===== src/rtl/twi_tgt_pkg.sv =====
package twi_tgt_pkg;

    typedef logic [7:0] stat_t;

    localparam stat_t ST_NONE     = 8'hF8;
    localparam stat_t ST_OWN_WR   = 8'h60;
    localparam stat_t ST_OWN_RD   = 8'hA8;
    localparam stat_t ST_GC_ADDR  = 8'h70;
    localparam stat_t ST_DAT_ACK  = 8'h80;
    localparam stat_t ST_DAT_NACK = 8'h88;
    localparam stat_t ST_GCD_ACK  = 8'h90;
    localparam stat_t ST_GCD_NACK = 8'h98;
    localparam stat_t ST_END      = 8'hA0;
    localparam stat_t ST_ARB      = 8'h38;

    typedef enum logic [2:0] {
        PH_IDLE,
        PH_ADDR,
        PH_WR,
        PH_GCW,
        PH_RD
    } phase_t;

    typedef struct packed {
        logic own_hit;
        logic gc_hit;
        logic rd;
    } match_t;

    typedef struct packed {
        logic  valid;
        stat_t code;
    } evt_t;

    function automatic logic is_addressed(phase_t p);
        return (p == PH_WR) || (p == PH_GCW) || (p == PH_RD);
    endfunction

    function automatic stat_t data_code(logic gc, logic ack);
        if (gc) return ack ? ST_GCD_ACK : ST_GCD_NACK;
        return ack ? ST_DAT_ACK : ST_DAT_NACK;
    endfunction

endpackage


===== src/rtl/twi_tgt_match.sv =====
module twi_tgt_match
    import twi_tgt_pkg::*;
#(
    parameter int ADDR_W = 7
) (
    input  logic [ADDR_W:0]   byte_i,
    input  logic [ADDR_W-1:0] own_i,
    input  logic              gc_en_i,
    output match_t            hit_o
);
    localparam int BYTE_W = ADDR_W + 1;

    logic own_eq;
    logic gc_eq;

    assign own_eq = (byte_i[BYTE_W-1:1] == own_i);
    assign gc_eq  = gc_en_i && (byte_i == '0);

    always_comb begin
        hit_o.own_hit = own_eq;
        hit_o.gc_hit  = gc_eq && !own_eq;
        hit_o.rd      = byte_i[0];
    end
endmodule


===== src/rtl/twi_tgt_fsm.sv =====
module twi_tgt_fsm
    import twi_tgt_pkg::*;
(
    input  logic   clk,
    input  logic   rst,
    input  match_t hit_i,
    input  logic   rx_valid_i,
    input  logic   start_i,
    input  logic   stop_i,
    input  logic   arb_i,
    input  logic   abort_i,
    input  logic   ack_en_i,
    output evt_t   evt_o,
    output logic   ack_o
);
    phase_t phase_q, phase_d;
    logic   ack_q, ack_d;
    evt_t   evt;

    always_comb begin
        phase_d    = phase_q;
        ack_d      = ack_q;
        evt.valid  = 1'b0;
        evt.code   = ST_NONE;
        if (arb_i) begin
            evt.valid = 1'b1;
            evt.code  = ST_ARB;
            phase_d   = PH_IDLE;
            ack_d     = 1'b0;
        end else if (stop_i) begin
            evt.valid = is_addressed(phase_q);
            evt.code  = ST_END;
            phase_d   = PH_IDLE;
            ack_d     = 1'b0;
        end else if (start_i) begin
            evt.valid = is_addressed(phase_q);
            evt.code  = ST_END;
            phase_d   = PH_ADDR;
            ack_d     = 1'b0;
        end else if (abort_i) begin
            phase_d = PH_IDLE;
            ack_d   = 1'b0;
        end else if (rx_valid_i) begin
            unique case (phase_q)
                PH_ADDR: begin
                    if (hit_i.own_hit && ack_en_i) begin
                        ack_d     = 1'b1;
                        evt.valid = 1'b1;
                        evt.code  = hit_i.rd ? ST_OWN_RD : ST_OWN_WR;
                        phase_d   = hit_i.rd ? PH_RD : PH_WR;
                    end else if (hit_i.gc_hit && ack_en_i) begin
                        ack_d     = 1'b1;
                        evt.valid = 1'b1;
                        evt.code  = ST_GC_ADDR;
                        phase_d   = PH_GCW;
                    end else begin
                        ack_d   = 1'b0;
                        phase_d = PH_IDLE;
                    end
                end
                PH_WR, PH_GCW: begin
                    ack_d     = ack_en_i;
                    evt.valid = 1'b1;
                    evt.code  = data_code(phase_q == PH_GCW, ack_en_i);
                    phase_d   = ack_en_i ? phase_q : PH_IDLE;
                end
                default: ack_d = 1'b0;
            endcase
        end
    end

    always_ff @(posedge clk) begin
        if (rst) begin
            phase_q <= PH_IDLE;
            ack_q   <= 1'b0;
        end else begin
            phase_q <= phase_d;
            ack_q   <= ack_d;
        end
    end

    assign evt_o = evt;
    assign ack_o = ack_q;


    ack_needs_enable_chk: assert property (@(posedge clk) disable iff (rst)
        $rose(ack_q) |-> $past(ack_en_i));


    idle_ignores_byte_chk: assert property (@(posedge clk) disable iff (rst)
        (phase_q == PH_IDLE && rx_valid_i && !start_i && !stop_i && !arb_i)
        |=> (phase_q == PH_IDLE && !ack_q));


    own_match_ack_chk: assert property (@(posedge clk) disable iff (rst)
        (phase_q == PH_ADDR && rx_valid_i && hit_i.own_hit && ack_en_i &&
         !start_i && !stop_i && !arb_i && !abort_i) |=> ack_q);


    arb_to_idle_chk: assert property (@(posedge clk) disable iff (rst)
        arb_i |=> (phase_q == PH_IDLE && !ack_q));


    abort_to_idle_chk: assert property (@(posedge clk) disable iff (rst)
        (abort_i && !start_i) |=> (phase_q == PH_IDLE));
endmodule


===== src/rtl/twi_tgt_flag.sv =====
module twi_tgt_flag
    import twi_tgt_pkg::*;
(
    input  logic  clk,
    input  logic  rst,
    input  evt_t  evt_i,
    input  logic  clr_i,
    output logic  irq_o,
    output logic  hold_o,
    output stat_t status_o
);
    logic  irq_q;
    stat_t code_q;
    stat_t stat_q;

    always_ff @(posedge clk) begin
        if (rst) begin
            irq_q  <= 1'b0;
            code_q <= ST_NONE;
            stat_q <= ST_NONE;
        end else begin
            if (evt_i.valid)
                irq_q <= 1'b1;
            else if (clr_i)
                irq_q <= 1'b0;
            if (evt_i.valid)
                code_q <= evt_i.code;
            stat_q <= irq_q ? code_q : ST_NONE;
        end
    end

    assign irq_o    = irq_q;
    assign hold_o   = irq_q;
    assign status_o = irq_q ? stat_q : ST_NONE;


    flag_sticky_chk: assert property (@(posedge clk) disable iff (rst)
        (irq_q && !clr_i) |=> irq_q);


    release_on_clear_chk: assert property (@(posedge clk) disable iff (rst)
        (irq_q && clr_i && !evt_i.valid) |=> !hold_o);


    status_lag_chk: assert property (@(posedge clk) disable iff (rst)
        $rose(irq_q) |-> (status_o == ST_NONE));


    status_post_chk: assert property (@(posedge clk) disable iff (rst)
        ($rose(irq_q) && !clr_i && !evt_i.valid) |=> (status_o == $past(code_q)));
endmodule


===== src/rtl/twi_tgt_ctrl.sv =====
module twi_tgt_ctrl
    import twi_tgt_pkg::*;
#(
    parameter int ADDR_W = 7
) (
    input  logic              clk,
    input  logic              rst,
    input  logic [ADDR_W-1:0] own_addr,
    input  logic              gc_en,
    input  logic              ack_en,
    input  logic              sleep_mode,
    input  logic              wake_other,
    input  logic              start_det,
    input  logic              stop_det,
    input  logic              arb_lost,
    input  logic              rx_valid,
    input  logic [ADDR_W:0]   rx_byte,
    input  logic              flag_clr,
    output logic              ack_out,
    output logic              scl_hold,
    output logic              irq_flag,
    output logic [7:0]        status
);
    match_t hit;
    evt_t   evt;
    logic   abort;

    assign abort = sleep_mode & wake_other;

    twi_tgt_match #(.ADDR_W(ADDR_W)) u_match (
        .byte_i  (rx_byte),
        .own_i   (own_addr),
        .gc_en_i (gc_en),
        .hit_o   (hit)
    );

    twi_tgt_fsm u_fsm (
        .clk        (clk),
        .rst        (rst),
        .hit_i      (hit),
        .rx_valid_i (rx_valid),
        .start_i    (start_det),
        .stop_i     (stop_det),
        .arb_i      (arb_lost),
        .abort_i    (abort),
        .ack_en_i   (ack_en),
        .evt_o      (evt),
        .ack_o      (ack_out)
    );

    twi_tgt_flag u_flag (
        .clk      (clk),
        .rst      (rst),
        .evt_i    (evt),
        .clr_i    (flag_clr),
        .irq_o    (irq_flag),
        .hold_o   (scl_hold),
        .status_o (status)
    );
endmodule


===== config.mk =====
export PLATFORM = sky130hd
export DESIGN_NAME = twi_tgt_ctrl
export DESIGN_NICKNAME = d
export VERILOG_FILES = /design/src/rtl/twi_tgt_pkg.sv /design/src/rtl/twi_tgt_match.sv /design/src/rtl/twi_tgt_fsm.sv /design/src/rtl/twi_tgt_flag.sv /design/src/rtl/twi_tgt_ctrl.sv
export SDC_FILE = /design/constraint.sdc
export NUM_CORES = 1
export LEC_CHECK = 0
export ABC_AREA = 1
export BUFFER_PORTS_ARGS = -buffer_cell sky130_fd_sc_hd__buf_2
export CORE_ASPECT_RATIO = 0.8
export CORE_MARGIN = 4
export CORE_UTILIZATION = 53
export DETAILED_ROUTE_END_ITERATION = 8
export PLACE_DENSITY = 0.92
export SLEW_MARGIN = 20
export SYNTH_ARGS = -nofsm -noshare
export SYNTH_HDL_FRONTEND = slang
export SYNTH_SLANG_ARGS = --single-unit
export TNS_END_PERCENT = 20

===== constraint.sdc =====
create_clock -name clk -period 2.8 [get_ports clk]
set_clock_uncertainty 0.1 [all_clocks]
set_input_delay 0.56 -clock clk [delete_from_list [all_inputs] [get_ports clk]]
set_output_delay 0.56 -clock clk [all_outputs]
set_load 0.05 [all_outputs]

Yosys cells after proc, flatten, opt, wreduce, memory -nomap -nowiden

Index checks and enable logic that the tools add are counted.
W data, S select, Z words.

Flip-flop bits (word level): 21
Input port bits: 26

Equality and inequality tests: 7
Mux-type cells: 34
Bitwise logic cells: 2
Reductions and logical operators: 18

Operator list:

| operator             | count |
|---|---|
| $mux W9              | 7 |
| $mux W8              | 4 |
| $pmux W9 S2          | 1 |
| $mux W1              | 14 |
| $mux W3              | 3 |
| $logic_not A8 Y1     | 1 |
| $mux W4              | 2 |
| $eq A7 B7 Y1         | 1 |
| $eq A3 B2 Y1 const B | 2 |
| $pmux W3 S2          | 1 |
| $reduce_and A3 Y1    | 2 |
| $reduce_or A5 Y1     | 1 |
| $logic_and A1 B1 Y1  | 4 |
| $ne A4 B4 Y1 const B | 1 |
| $reduce_bool A2 Y1   | 2 |
| $reduce_bool A4 Y1   | 1 |
| $reduce_or A2 Y1     | 2 |
| $eq A3 B1 Y1 const B | 1 |
| $eq A3 B3 Y1 const B | 1 |
| $reduce_bool A3 Y1   | 1 |
| $reduce_or A3 Y1     | 1 |
| $logic_or A1 B1 Y1   | 2 |
| $mux W2              | 1 |
| $ne A2 B2 Y1 const B | 1 |
| 4 further kinds      | 4 |

Longest topological paths before layout

Depth in word-level cells: 16
Mapped depth: 15

Modules after synthesis

From an unflattened synthesis, not the netlist that was laid out.

Cell total of the unflattened synthesis: 198
Area total of the unflattened synthesis: 1,238.7 µm²

Modules (own cells, without submodules):

| module        | times used | cells an instance | area an instance (µm²) |
|---|---|---|---|
| twi_tgt_flag  | 1          | 79                | 616.8 |
| twi_tgt_fsm   | 1          | 72                | 426.7 |
| twi_tgt_match | 1          | 45                | 187.7 |
| twi_tgt_ctrl  | 1          | 2                 | 7.5 |

Worst setup path after synthesis

No wires, ideal clock.

Path type: register to output
From: reg u_flag.irq_q, in the netlist u_flag.hold_o
To: out status[3]
Data arrival time: 1.204 ns
Data required time: 2.140 ns
Setup slack: 0.936 ns
Stages on the path, launching flop included: 3
Cell sequence: dfxtp_1 -> inv_1 -> or2_2

Cells in the longest elaborated chain, start to end: 1

Ends and longest elaborated chain:

| item                   | line               | text |
|---|---|---|
| from (decl)            | twi_tgt_flag.sv:12 | `logic irq_q;` |
| from (signal assigned) | twi_tgt_flag.sv:18 | `irq_q <= 1'b0;` |
| from (signal assigned) | twi_tgt_flag.sv:23 | `irq_q <= 1'b1;` |
| from (signal assigned) | twi_tgt_flag.sv:25 | `irq_q <= 1'b0;` |
| $mux W8                | twi_tgt_flag.sv:34 | `assign status_o = irq_q ? stat_q : ST_NONE;` |
| to (decl)              | twi_tgt_ctrl.sv:22 | `output logic [7:0] status` |

Every way passes these cells.

Worst setup path in the final report

From: reg u_flag.irq_q, in the netlist u_flag.hold_o
To: out status[4]

The elaborated chain is that of the path after synthesis.

==> results.json <==
{
  "outcome": "complete, no violations",
  "drv_slew": 0,
  "antenna_found_initial": 0,
  "nNetsFinal": 233,
  "place_congestion": 0.860,
  "r2r_start": "u_fsm.phase_q[0]$_SDFFE_PP0P_",
  "rsz0062_at_grt": "false",
  "cts_tree": "yes",
  "cts.clk_slew.worst_paths_ns": 0.09,
  "ant_nets": 0,
  "layout_common_cells": "43 x nand2_1, 33 x buf_2, 29 x inv_1, 15 x nor2_1, 15 x dfxtp_1",
  "syn_area_per_cell_sq_um": 6.57,
  "fp-row-count": 14,
  "cts_buffer_depth": 2,
  "final_hold_viol_count": 0,
  "drc_errors": 0,
  "switching_power_uw": 159,
  "utilization_pct": 68.1,
  "clock-sinks": 15,
  "startpoint_type": "flop",
  "crit_fanout": 6,
  "cts_root_buf": "clkbuf_4",
  "critPathLaunch": "u_flag.hold_o$_SDFFE_PP0P_",
  "peakVddDrop_v": 0.000236,
  "grt_pass1_vias": 917,
  "antenna_cells": 0,
  "fin_crit_sh_pct": 68.3,
  "wl_per_cell_microns": 10.1,
  "insertion_delay_ns": 0.30,
  "routed_wl_microns": 2310,
  "synth_seq_cells": 15,
  "seqPwrFrac_pct": 47.5,
  "syn-instance-count": 171,
  "rr_endpoint": "u_flag.code_q[4]$_SDFFE_PP1P_",
  "fill_cells": 183,
  "swShare_pct": 33.5,
  "ctsHoldBuffers": 0,
  "p_comb_share_pct": 24.9,
  "track_usage_pct": 17.1,
  "vias_per_cell": 4.79,
  "grt_max_degree": 10,
  "max_freq_mhz": 523,
  "postCtsSetupRepairBufs": 0,
  "core_sq_um": 1940,
  "crit_arrival_ns": 1.25,
  "die-width_microns": 59.5,
  "required_ns": 2.14,
  "cts-htree-levels": 1,
  "final_common_cell": "nand2_1",
  "fin_crit_ns": 1.91,
  "setup_violations": 0,
  "area_growth_pct": 17.8,
  "tns_ns": 0,
  "cp-end-kind": "primary output",
  "dr.pass1.iters": 4,
  "first_iter_violations": 31,
  "maxCapViolCount": 0,
  "p_leak_nw": 0.685,
  "io_buffers": 33,
  "synth_cell_types": 27,
  "ys_seq_area_share_pct": 26.7,
  "dp_hpwl_microns": 1910,
  "io_pins": 37,
  "worstSetupEndpoint": "status[4]",
  "dieArea_sq_um": 2920,
  "min_path_type": "input pin to flop",
  "grt.overflow.total": 0,
  "reg2regPathDepth": 9,
  "clock_power_share_pct": 27.6,
  "synth-warning-count": 0,
  "power_density_nw_per_um2": 360,
  "num_vias": 1101,
  "fp.dieH_microns": 49.2,
  "grt_pass1_wl_microns": 3950,
  "drive_above_1_share_pct": 35.0,
  "ctsResizeCount": 0,
  "intPower_uw": 317,
  "r2r_slack_ns": 1.17,
  "synth_area_sq_um": 1120,
  "cts_buffers": 3,
  "worstSetupPathType": "flop to primary output",
  "start_util_pct": 57.8
}
-- sequential cells by signal, summed over array words and instances, names as in the netlist --
name           flops
u_flag.code_q      5
u_flag.stat_q      5
u_fsm.phase_q      3
u_flag.hold_o      1
u_fsm.ack_o        1
-- power groups by stage --
| stage | Clock, mW | Combinational (mW) | Sequential, mW |
|---|---|---|---|
| CTS | 0.134 | 0.119 | 0.226 |
| global placement | 0 | 0.116 | 0.231 |
| detailed placement | 0 | 0.118 | 0.231 |
| global route | 0.141 | 0.134 | 0.227 |
| floorplan | 0 | 0.0818 | 0.234 |
| finish | 0.131 | 0.119 | 0.226 |
-- metal layers --
metal  GRT usage, %  routed length [microns]  vias up
li1               -                        -      589
met1           23.4                     1040      473
met2           26.4                     1060       34
met3           2.65                      171        5
met4           6.79                       46        0
met5              0                        0        -
-- worst min path at each step --
stage	startpoint	endpoint	slack, ns	cells after the start
after floorplan	u_flag.code_q[4]$_SDFFE_PP1P_	u_flag.stat_q[4]$_SDFF_PP1_	0.32	1
after global placement	u_flag.code_q[7]$_SDFFE_PP1P_	u_flag.stat_q[7]$_SDFF_PP1_	0.33	1
after detailed placement	u_flag.code_q[7]$_SDFFE_PP1P_	u_flag.stat_q[7]$_SDFF_PP1_	0.33	1
after CTS	flag_clr	u_flag.hold_o$_SDFFE_PP0P_	0.33	2
after global routing	flag_clr	u_flag.hold_o$_SDFFE_PP0P_	0.33	2
final	flag_clr	u_flag.hold_o$_SDFFE_PP0P_	0.33	2
-- final cells by class --
cell class / instances / area, sq um / area share [%]
multi-input cells: 122 / 681 / 51.4
flip-flops and latches: 15 / 300 / 22.7
repair buffers: 33 / 165 / 12.5
clock inverters: 1 / 5.00 / 0.378
clock buffers: 3 / 22.5 / 1.70
inverters: 32 / 120 / 9.07
well taps: 24 / 30.0 / 2.27
-- stage by stage --
step                instance area, sq um  power (mW)  hold slack (ns)  worst slack (ns)  cells
finish                              1320       0.476            0.334             0.888    230
global route                        1320       0.502            0.334             0.817    230
CTS                                 1320       0.479            0.331             0.883    230
detailed placement                  1300       0.349            0.331             0.872    226
global placement                    1300       0.347            0.327             0.898    226
floorplan                           1130       0.316            0.318             0.936    173
-- cells in the mapped netlist --
| cell type | instances | share of area, % |
|---|---|---|
| a21oi_1 | 5 | 2.2 |
| a31oi_1 | 1 | 0.56 |
| buf_4 | 4 | 2.7 |
| conb_1 | 1 | 0.33 |
| dfxtp_1 | 15 | 27 |
| inv_1 | 29 | 9.7 |
| inv_2 | 3 | 1.0 |
| nand2_1 | 43 | 14 |
| nand2_2 | 3 | 1.7 |
| nand2_4 | 4 | 4.0 |
| nand3_1 | 11 | 4.9 |
| nand3_2 | 2 | 1.8 |
| nand3b_1 | 1 | 0.67 |
| nand4_1 | 2 | 1.1 |
| nor2_1 | 15 | 5.0 |
| nor2_2 | 4 | 2.2 |
| nor2_4 | 2 | 2.0 |
| nor3_1 | 3 | 1.3 |
| nor3_4 | 2 | 2.9 |
| o21a_1 | 1 | 0.67 |
| o21ai_1 | 3 | 1.3 |
| o21ai_2 | 3 | 2.3 |
| o21bai_4 | 1 | 1.7 |
| o31ai_4 | 1 | 1.9 |
| or2_0 | 1 | 0.56 |
| or2_2 | 10 | 5.6 |
| xnor2_1 | 1 | 0.78 |
-- kinds of logic (layout without fill, tap and decap cells) --
| family | Yosys count | after routing | share of synthesized area [%] |
|---|---|---|---|
| AND/OR/NAND/NOR | 103 | 103 | 48.1 |
| buffers and inverters | 36 | 69 | 13.4 |
| AO/OA/AOI/OAI | 15 | 15 | 10.7 |
| flip-flops | 15 | 15 | 26.7 |
| other | 1 | 3 | 0.334 |
| XOR/XNOR | 1 | 1 | 0.780 |
-- critical path: stages, from the launching register on --
cell and delay, ns:
dfxtp_1 0.35, inv_1 0.10, or2_2 0.29, buf_2 0.22
Note: power is estimated with default switching activity, not from simulation.
